**config.mk**
```make
export PLATFORM = sky130hd
export DESIGN_NAME = bus_hold_ctrl
export DESIGN_NICKNAME = d
export VERILOG_FILES = /design/src/rtl/bhc_pkg.sv /design/src/rtl/bhc_hold_track.sv /design/src/rtl/bhc_seq.sv /design/src/rtl/bhc_ack.sv /design/src/rtl/bus_hold_ctrl.sv
export SDC_FILE = /design/constraint.sdc
export NUM_CORES = 1
export LEC_CHECK = 0
export ABC_AREA = 1
export CORE_AREA = 2 2 39 41
export DETAILED_ROUTE_END_ITERATION = 8
export DIE_AREA = 0 0 41 43
export GPL_ROUTABILITY_DRIVEN = 1
export MAX_ROUTING_LAYER = met4
export SYNTH_ARGS = -nofsm -noshare
export SYNTH_HDL_FRONTEND = slang
export SYNTH_SLANG_ARGS = --single-unit
export TNS_END_PERCENT = 1
```
**constraint.sdc**
```tcl
create_clock -name clk -period 1.8 [get_ports clk]
set_clock_uncertainty 0.2 [all_clocks]
set_input_delay 0.45 -clock clk [delete_from_list [all_inputs] [get_ports clk]]
set_output_delay 0.45 -clock clk [all_outputs]
set_load 0.05 [all_outputs]
```
**src/rtl/bhc_pkg.sv**
```systemverilog
package bhc_pkg;

   // coarse role of a bus_state code
   typedef enum logic [1:0] {
      K_IDLE,
      K_BUS,
      K_HELD,
      K_BACK
   } kind_e;

   function automatic kind_e kind_of(input int unsigned code, input int unsigned tcnt);
      if (code == 0)
         return K_IDLE;
      else if (code <= tcnt)
         return K_BUS;
      else if (code == tcnt + 1)
         return K_HELD;
      else
         return K_BACK;
   endfunction

endpackage

```
**src/rtl/bhc_hold_track.sv**
```systemverilog
// Remembers a hold request seen on any edge of a running bus cycle.
module bhc_hold_track (
   input  logic clk,
   input  logic rst,
   input  logic in_bus,
   input  logic at_last,
   input  logic hold_req,
   output logic grant_due
);

   logic seen_q;

   always_ff @(posedge clk) begin
      if (rst || !in_bus || at_last)
         seen_q <= 1'b0;
      else if (hold_req)
         seen_q <= 1'b1;
   end

   assign grant_due = seen_q | hold_req;

endmodule

```
**src/rtl/bhc_seq.sv**
```systemverilog
// T-state sequencer with pending core request and driver enable.
module bhc_seq
   import bhc_pkg::*;
#(
   parameter int T_COUNT = 4,
   parameter int ST_W    = 3
) (
   input  logic            clk,
   input  logic            rst,
   input  logic            hold_req,
   input  logic            cyc_req,
   input  logic            grant_due,
   output logic [ST_W-1:0] state_q,
   output logic            bus_en_q,
   output logic            in_bus,
   output logic            at_last,
   output logic            in_held
);

   localparam logic [ST_W-1:0] S_IDLE  = '0;
   localparam logic [ST_W-1:0] S_FIRST = ST_W'(1);
   localparam logic [ST_W-1:0] S_LAST  = ST_W'(T_COUNT);
   localparam logic [ST_W-1:0] S_HELD  = ST_W'(T_COUNT + 1);
   localparam logic [ST_W-1:0] S_BACK  = ST_W'(T_COUNT + 2);

   kind_e           kind;
   logic [ST_W-1:0] state_d;
   logic            pend_q;
   logic            pend_d;
   logic            want;

   assign kind    = kind_of(int'(state_q), T_COUNT);
   assign in_bus  = (kind == K_BUS);
   assign in_held = (kind == K_HELD);
   assign at_last = (state_q == S_LAST);
   assign want    = cyc_req | pend_q;

   always_comb begin
      state_d = state_q;
      unique case (kind)
         K_IDLE: begin
            if (hold_req)
               state_d = S_HELD;
            else if (want)
               state_d = S_FIRST;
            else
               state_d = S_IDLE;
         end
         K_BUS: begin
            if (!at_last)
               state_d = state_q + S_FIRST;
            else if (grant_due)
               state_d = S_HELD;
            else if (want)
               state_d = S_FIRST;
            else
               state_d = S_IDLE;
         end
         K_HELD:  state_d = hold_req ? S_HELD : S_BACK;
         K_BACK:  state_d = S_IDLE;
         default: state_d = S_IDLE;
      endcase
   end

   assign pend_d = (state_d == S_FIRST) ? 1'b0 : (pend_q | cyc_req);

   always_ff @(posedge clk) begin
      if (rst) begin
         state_q  <= S_IDLE;
         pend_q   <= 1'b0;
         bus_en_q <= 1'b1;
      end else begin
         state_q  <= state_d;
         pend_q   <= pend_d;
         bus_en_q <= !((state_d == S_HELD) || (state_d == S_BACK));
      end
   end

endmodule

```
**src/rtl/bhc_ack.sv**
```systemverilog
// Acknowledge register; the parameter picks the clock edge it updates on.
module bhc_ack #(
   parameter bit ACK_ON_FALL = 1'b1
) (
   input  logic clk,
   input  logic rst,
   input  logic in_held,
   output logic ack_q
);

   generate
      if (ACK_ON_FALL) begin : g_fall
         always_ff @(negedge clk) begin
            if (rst) ack_q <= 1'b0;
            else     ack_q <= in_held;
         end
      end else begin : g_rise
         always_ff @(posedge clk) begin
            if (rst) ack_q <= 1'b0;
            else     ack_q <= in_held;
         end
      end
   endgenerate

endmodule

```
**src/rtl/bus_hold_ctrl.sv**
```systemverilog
module bus_hold_ctrl #(
   parameter int T_COUNT     = 4,
   parameter bit ACK_ON_FALL = 1'b1,
   localparam int ST_W       = $clog2(T_COUNT + 3)
) (
   input  logic            clk,
   input  logic            rst,
   input  logic            hold_req,
   input  logic            cyc_req,
   output logic [ST_W-1:0] bus_state,
   output logic            bus_en,
   output logic            hold_ack
);

   generate
      if (T_COUNT < 2) begin : g_bad_tcount
         $error("bus_hold_ctrl: T_COUNT must be at least 2");
      end
   endgenerate

   logic in_bus;
   logic at_last;
   logic in_held;
   logic grant_due;

   bhc_hold_track u_track (
      .clk       (clk),
      .rst       (rst),
      .in_bus    (in_bus),
      .at_last   (at_last),
      .hold_req  (hold_req),
      .grant_due (grant_due)
   );

   bhc_seq #(
      .T_COUNT (T_COUNT),
      .ST_W    (ST_W)
   ) u_seq (
      .clk       (clk),
      .rst       (rst),
      .hold_req  (hold_req),
      .cyc_req   (cyc_req),
      .grant_due (grant_due),
      .state_q   (bus_state),
      .bus_en_q  (bus_en),
      .in_bus    (in_bus),
      .at_last   (at_last),
      .in_held   (in_held)
   );

   bhc_ack #(
      .ACK_ON_FALL (ACK_ON_FALL)
   ) u_ack (
      .clk     (clk),
      .rst     (rst),
      .in_held (in_held),
      .ack_q   (hold_ack)
   );

endmodule

```
==> results of run 1 <==
final timing paths:
check / end / slack, ps / cells after the start
setup / recovery: hold_ack / -530 / 1
hold / removal: u_track.seen_q / 320 / 4
setup reg to reg: u_ack.ack_q / -50 / 4
hold reg to reg: u_track.seen_q / 320 / 4
cell families (layout without fill, tap and decap cells):
group / after synthesis / in the layout
XOR/XNOR: 1 / 1
adder cells (fa/ha/maj): 3 / 3
flip-flops: 7 / 7
AND/OR/NAND/NOR: 37 / 37
AO/OA/AOI/OAI: 2 / 2
buffers and inverters: 12 / 31
routing by layer:
| layer | share of wire | vias to the layer above | wire, um | GRT usage |
|---|---|---|---|---|
| met5 | 0 | - | 0 | - |
| met4 | 0 | 0 | 0 | 0.02000 |
| met3 | 0.061 | 0 | 52 | 0.09424 |
| met2 | 0.50 | 8 | 428 | 0.1969 |
| met1 | 0.44 | 172 | 376 | 0.1748 |
| li1 | - | 221 | - | - |
final cells by class:
type                       count  area (um2)
fill                         142       721.9
multi-input combinational     43       234.0
timing repair buffer          15       181.4
sequential                     7       150.1
inverter                      11       46.29
clock buffer                   4       26.28
tap                           16       20.02
clock inverter                 1       3.754
cell usage in the layout, fill, tap and decap left out, drive strengths merged:
master	netlist	layout
a21oi	2	2
buf	0	12
clkbuf	0	4
clkdlybuf4s50	0	2
dfxtp	7	7
dlygate4sd2	0	1
ha	3	3
inv	12	12
nand2	20	20
nand3	4	4
nor2	13	13
xnor2	1	1
state kept, by name, indices dropped and copies added (netlist names):
name            cells
u_seq.bus_en_q      1
u_track.seen_q      1
u_ack.ack_q         1
u_seq.pend_q        1
u_seq.state_q       3
power groups by stage:
stage               combinational, mW  clock (mW)  sequential (mW)
floorplan                       0.416     0.00695            0.409
global placement                0.870     0.00695            0.272
detailed placement              0.882     0.00695            0.273
CTS                             0.888       0.155            0.270
global route                    0.989       0.166            0.275
finish                          0.882       0.149            0.269
Yosys cell counts:
cell type | count | area, um2
nand2_1 | 20 | 75.07
inv_1 | 12 | 45.04
nor2_1 | 11 | 41.29
dfxtp_1 | 7 | 140.1
ha_1 | 3 | 37.54
nand3_1 | 3 | 15.01
a21oi_1 | 1 | 5.000
a21oi_2 | 1 | 8.760
nand3_2 | 1 | 10.01
nor2_2 | 1 | 6.260
nor2_4 | 1 | 11.26
xnor2_1 | 1 | 8.760
what timing repair did:
item / in CTS / in global routing
gates resized for setup: 1 / 1
pin swaps: 1 / 0
setup endpoints to repair: 2 / 2
==> implementation parameters, run 1 <==
Parameter                              Value

Outcome
  Outcome    finished with violations
  Failing checks    setup timing

Final layout
  Final instance area    661.9 um2
  Fraction of the core area covered by cells at the end of the flow    0.4783
  Final std cells w/o fill    97
  Share of layout cells above drive strength 1    0.3457
  Antenna Diode Count    0
  Post-layout net count    89
  Synthesis-to-finish area growth    63.78%

Clock tree
  Clock latency on the worst-skew pair    250 ps
  Max Buffers Root-to-Sink    2
  Hold-fix buffers at CTS    0
  Post-CTS setup-driven buffer insertion count    0
  Clock root buffer master    clkbuf_4
  Number of buffers inserted during clock tree synthesis    3
  Clock H-tree levels    1
  CTS tree    yes
  Num Clock Sinks    7
  Clk slew on worst S/H paths    50 ps

Worst setup path
  Kind of capture point of the worst setup path    output pin
  Number of buffer and inverter stages on the critical path    1
  CP required    1150 ps
  Startpoint type of the worst setup path    flip-flop
  Slowest CP cell    dfxtp_2
  Crit-path max FO    1
  Cell chain of the critical path    buf_12
  Crit-path leading delay family    flip-flops
  Crit path kind    reg2out
  Startpoint of the lowest-slack register-to-register path    u_seq.state_q[1]
  Worst endpoint data arrival time    1680 ps
  Start point of the critical path    u_ack.ack_q
  Crit-path max cell delay    330 ps

Power and ir drop
  Pleak    0.3419 nW
  Areal power density over the cells    1963 nW/um2
  Internal    0.7168 mW
  Proportion of total power due to net switching    0.4483
  Relative contribution of the clock network to total power    0.115
  Sw Pwr    0.5824 mW
  Worst vdd rail ir drop    0.7521 mV
  Sequential Power Share    0.207
  Post-route total power    1.299 mW
  Portion of total power attributed to combinational logic    0.679

Timing
  Max Transition Viols Final    0
  Unrepaired setup endpoints after global routing    true
  Count of final setup violators    2
  Hold Slack    319.8 ps
  Max transition margin    0.8469
  Worst-Margin Slew    228.1 ps
  Number of hold-slack violations in the final timing report    0
  Final WS setup    -527.1 ps
  Accumulated negative setup slack    -580.3 ps

Die
  Core Area    1384 um2
  Starting utilization of the core area    0.2920
  Boundary Pins    9
  Die outline width    41 um
  Floorplan die height    43 um
  Die ar.    1763 um2
  # rows    14

GRT
  Congestion Overflow GR    0
  Number of global-route vias before repair    407
  Antenna violations before repair    0
  First-pass GRT wire length    1600 um
  Maximum number of pins on one net before global-route repair    6
  Overall global routing resource usage    0.1423

Detailed routing
  Vias post-DR    401
  Number of iterations in the first detailed-routing pass    4
  Total DRC errors in the routed layout    0
  Avg WL per Cell    8.825 um
  Vias/cell    4.134
  Routed wire length    856 um
  Number of routed nets with antenna violations    0
  Number of DRC violations after detailed-routing iteration 0    5

Yosys
  Total nets after synthesis    69
  Synth Area in Adders    0.09288
  Share of cell area taken by muxes after synthesis    0
  Yosys Warn Count    0
  Total of flip-flops plus latches after synthesis    7
  Synth Instances    62
  Main combinational cell family by area after synthesis    simple AND/OR/NAND/NOR gates
  Area share of and/or/nand/nor cells after synthesis    0.3932
  Fraction of the yosys area taken by sequential cells    0.3467
  Average size of a mapped cell    6.518 um2
  Synth unique cells    12
  Syn Std Cell Area    404.1 um2
  Post-synthesis xor/xnor area fraction    0.02167
  Fraction of the mapped netlist area in compound gates    0.03406

Place
  Number of cells after detailed placement    93
  Global placer's final weighted congestion    0.8434
  Count of input and output buffers    8
  Placed Instance Area    634.4 um2
  Final HPWL from detailed placement    715.6 um
  Post-placement worst setup slack    -392.3 ps

Min path
  Hold Path Origin    u_track.seen_q
  Classification of the worst-slack hold path    reg2reg

Run
  Maxcap violations    0
Note: power is estimated with default switching activity, not from simulation.
==> run 2: changes to the inputs <==
--- a/config.mk
+++ b/config.mk
@@ -11,6 +11,7 @@
 export DIE_AREA = 0 0 41 43
 export GPL_ROUTABILITY_DRIVEN = 1
 export MAX_ROUTING_LAYER = met4
+export SKIP_CTS_REPAIR_TIMING = 1
 export SYNTH_ARGS = -nofsm -noshare
 export SYNTH_HDL_FRONTEND = slang
 export SYNTH_SLANG_ARGS = --single-unit
==> run 2 against run 1 <==
  * The run still ends with setup timing left
  * Critical path depth unchanged
  * Clock-buffer cell count stayed put
  * Sequential power about the same
  * Combinational power about the same
  * Worst setup slack about the same
  * Register-to-register slack about the same
  * Sequential cell count unchanged
  * Power about the same
  * Critical path type unchanged
==> implementation parameters, run 2 (synthesis gave the netlist of run 1 again) <==
Parameter                              Value

Die
  Die outline width    41 um (unchanged)
  Starting utilization of the core area    0.2920 (unchanged)
  Floorplan die height    43 um (unchanged)
  Boundary Pins    9 (unchanged)
  # rows    14 (unchanged)
  Core Area    1384 um2 (unchanged)
  Die ar.    1763 um2 (unchanged)

Clock tree
  Clk slew on worst S/H paths    50 ps (about the same)
  Num Clock Sinks    7 (unchanged)
  Clock latency on the worst-skew pair    250 ps (about the same)
  CTS tree    yes
  Clock H-tree levels    1 (unchanged)
  Clock root buffer master    clkbuf_4
  Max Buffers Root-to-Sink    2 (unchanged)
  Number of buffers inserted during clock tree synthesis    3 (unchanged)

Detailed routing
  Avg WL per Cell    8.825 um (unchanged)
  Vias/cell    4.134 (unchanged)
  Number of routed nets with antenna violations    0 (unchanged)
  Vias post-DR    401 (unchanged)
  Routed wire length    856 um (unchanged)
  Number of iterations in the first detailed-routing pass    4 (unchanged)
  Number of DRC violations after detailed-routing iteration 0    5 (unchanged)
  Total DRC errors in the routed layout    0 (unchanged)

Power and ir drop
  Pleak    0.3406 nW (-0.39%)
  Worst vdd rail ir drop    0.7521 mV (about the same)
  Areal power density over the cells    1961 nW/um2 (-0.11%)

Worst setup path
  CP required    1150 ps (about the same)
  Kind of capture point of the worst setup path    output pin
  Crit path kind    reg2out
  Crit-path max cell delay    330 ps (about the same)
  Crit-path leading delay family    flip-flops
  Worst endpoint data arrival time    1680 ps (about the same)
  Crit-path max FO    1 (unchanged)
  Slowest CP cell    dfxtp_2
  Number of buffer and inverter stages on the critical path    1 (unchanged)
  Cell chain of the critical path    buf_12
  Startpoint type of the worst setup path    flip-flop

Final layout
  Synthesis-to-finish area growth    64.09%
  Register containing the most flip-flops in the final layout    u_seq.state_q
  Most frequent cells in the layout    nand2_1 (20), nor2_1 (10), inv_1 (9)
  Number of inserted filler cells in the final layout    141 (-0.70%)
  Register Area    150.1 um2 (unchanged)
  Fraction of the core area covered by cells at the end of the flow    0.4792 (+0.0009040)
  Antenna Diode Count    0 (unchanged)
  Flip-flop count of the largest register after layout    3 (unchanged)
  Post-layout net count    89 (unchanged)
  Most frequent standard cell in the layout excluding fill and tap cells    nand2_1
  Share of layout cells above drive strength 1    0.3457 (unchanged)
  Final std cells w/o fill    97 (unchanged)
  Area of the multi-input gates    234.0 um2 (unchanged)

GRT
  Number of global-route vias before repair    403 (-0.98%)
  Congestion Overflow GR    0 (unchanged)
  Overall global routing resource usage    0.1412 (-0.001031)
  Maximum number of pins on one net before global-route repair    6 (unchanged)
  Antenna violations before repair    0 (unchanged)
  First-pass GRT wire length    1587 um (-0.81%)

Place
  Number of cells after detailed placement    93 (unchanged)
  Global placer's final weighted congestion    0.8434 (unchanged)
  Final HPWL from detailed placement    715.6 um (unchanged)
  Count of input and output buffers    8 (unchanged)

Timing
  Unrepaired setup endpoints after global routing    true
  Max Transition Viols Final    0 (unchanged)
  Worst-Margin Slew    228.1 ps (unchanged)
  Max transition margin    0.8469 (unchanged)
  Count of final setup violators    2 (unchanged)
  Final WS setup    -527.2 ps (-0.07400 ps)
  Number of hold-slack violations in the final timing report    0 (unchanged)

Outcome
  Outcome    finished with violations
  Failing checks    setup timing

Run
  Maxcap violations    0 (unchanged)

Min path
  Classification of the worst-slack hold path    reg2reg
==> run 2: cell count changes in the layout (fill, tap and decap cells not counted), sizes merged <==
cell	previous run	this run
clkdlybuf4s50	2	3
dlygate4sd2	1	0
==> run 2: power by group <==
group | internal (mW) | total, mW | switching (mW)
Sequential | 0.225 | 0.269 | 0.0436
Clock | 0.0875 | 0.149 | 0.0615
Combinational | 0.405 | 0.883 | 0.477
==> run 2: worst paths after layout <==
kind,start,to,slack [ps],cells after the start
min,u_track.seen_q,u_track.seen_q,320,4
max,u_ack.ack_q,hold_ack,-530,1
min reg2reg,u_track.seen_q,u_track.seen_q,320,4
max reg2reg,u_seq.state_q[1],u_ack.ack_q,-50,4
==> run 2: layout make-up <==
class,count,area share
tap,16,0.03019
multi-input combinational,43,0.3528
clock buffer,4,0.03962
sequential,7,0.2264
timing repair buffer,15,0.2755
clock inverter,1,0.005660
inverter,11,0.06981
==> run 2: metal layers <==
| metal | vias to the layer above | GRT usage | routed length, um |
|---|---|---|---|
| li1 | 221 | - | - |
| met3 | 0 | 0.09424 | 52 |
| met1 | 172 | 0.1715 | 376 |
| met5 | - | - | 0 |
| met2 | 8 | 0.1969 | 428 |
| met4 | 0 | 0.02000 | 0 |
==> run 2: tightest hold or removal path: stages (launching register included) <==
cell and delay (ps):
dfxtp_1 290, inv_1 40, nand2_1 50, nand2_1 60
nor2_1 30
==> run 2: through the flow <==
| stage | TNS [ps] | worst slack (ps) | cell area, um2 | power (mW) | hold slack (ps) |
|---|---|---|---|---|---|
| final | -619.8 | -527.2 | 663.1 | 1.300 | 319.8 |
| after global routing | -672.7 | -557.3 | 663.1 | 1.432 | 381.2 |
| after CTS | -628.3 | -538.5 | 660.6 | 1.314 | 328.0 |
| after detailed placement | -698.7 | -392.3 | 634.4 | 1.162 | 317.6 |
| after global placement | -645.6 | -372.8 | 634.4 | 1.149 | 328.6 |
| after floorplan | -457.2 | -252.8 | 431.7 | 0.8321 | 288.0 |
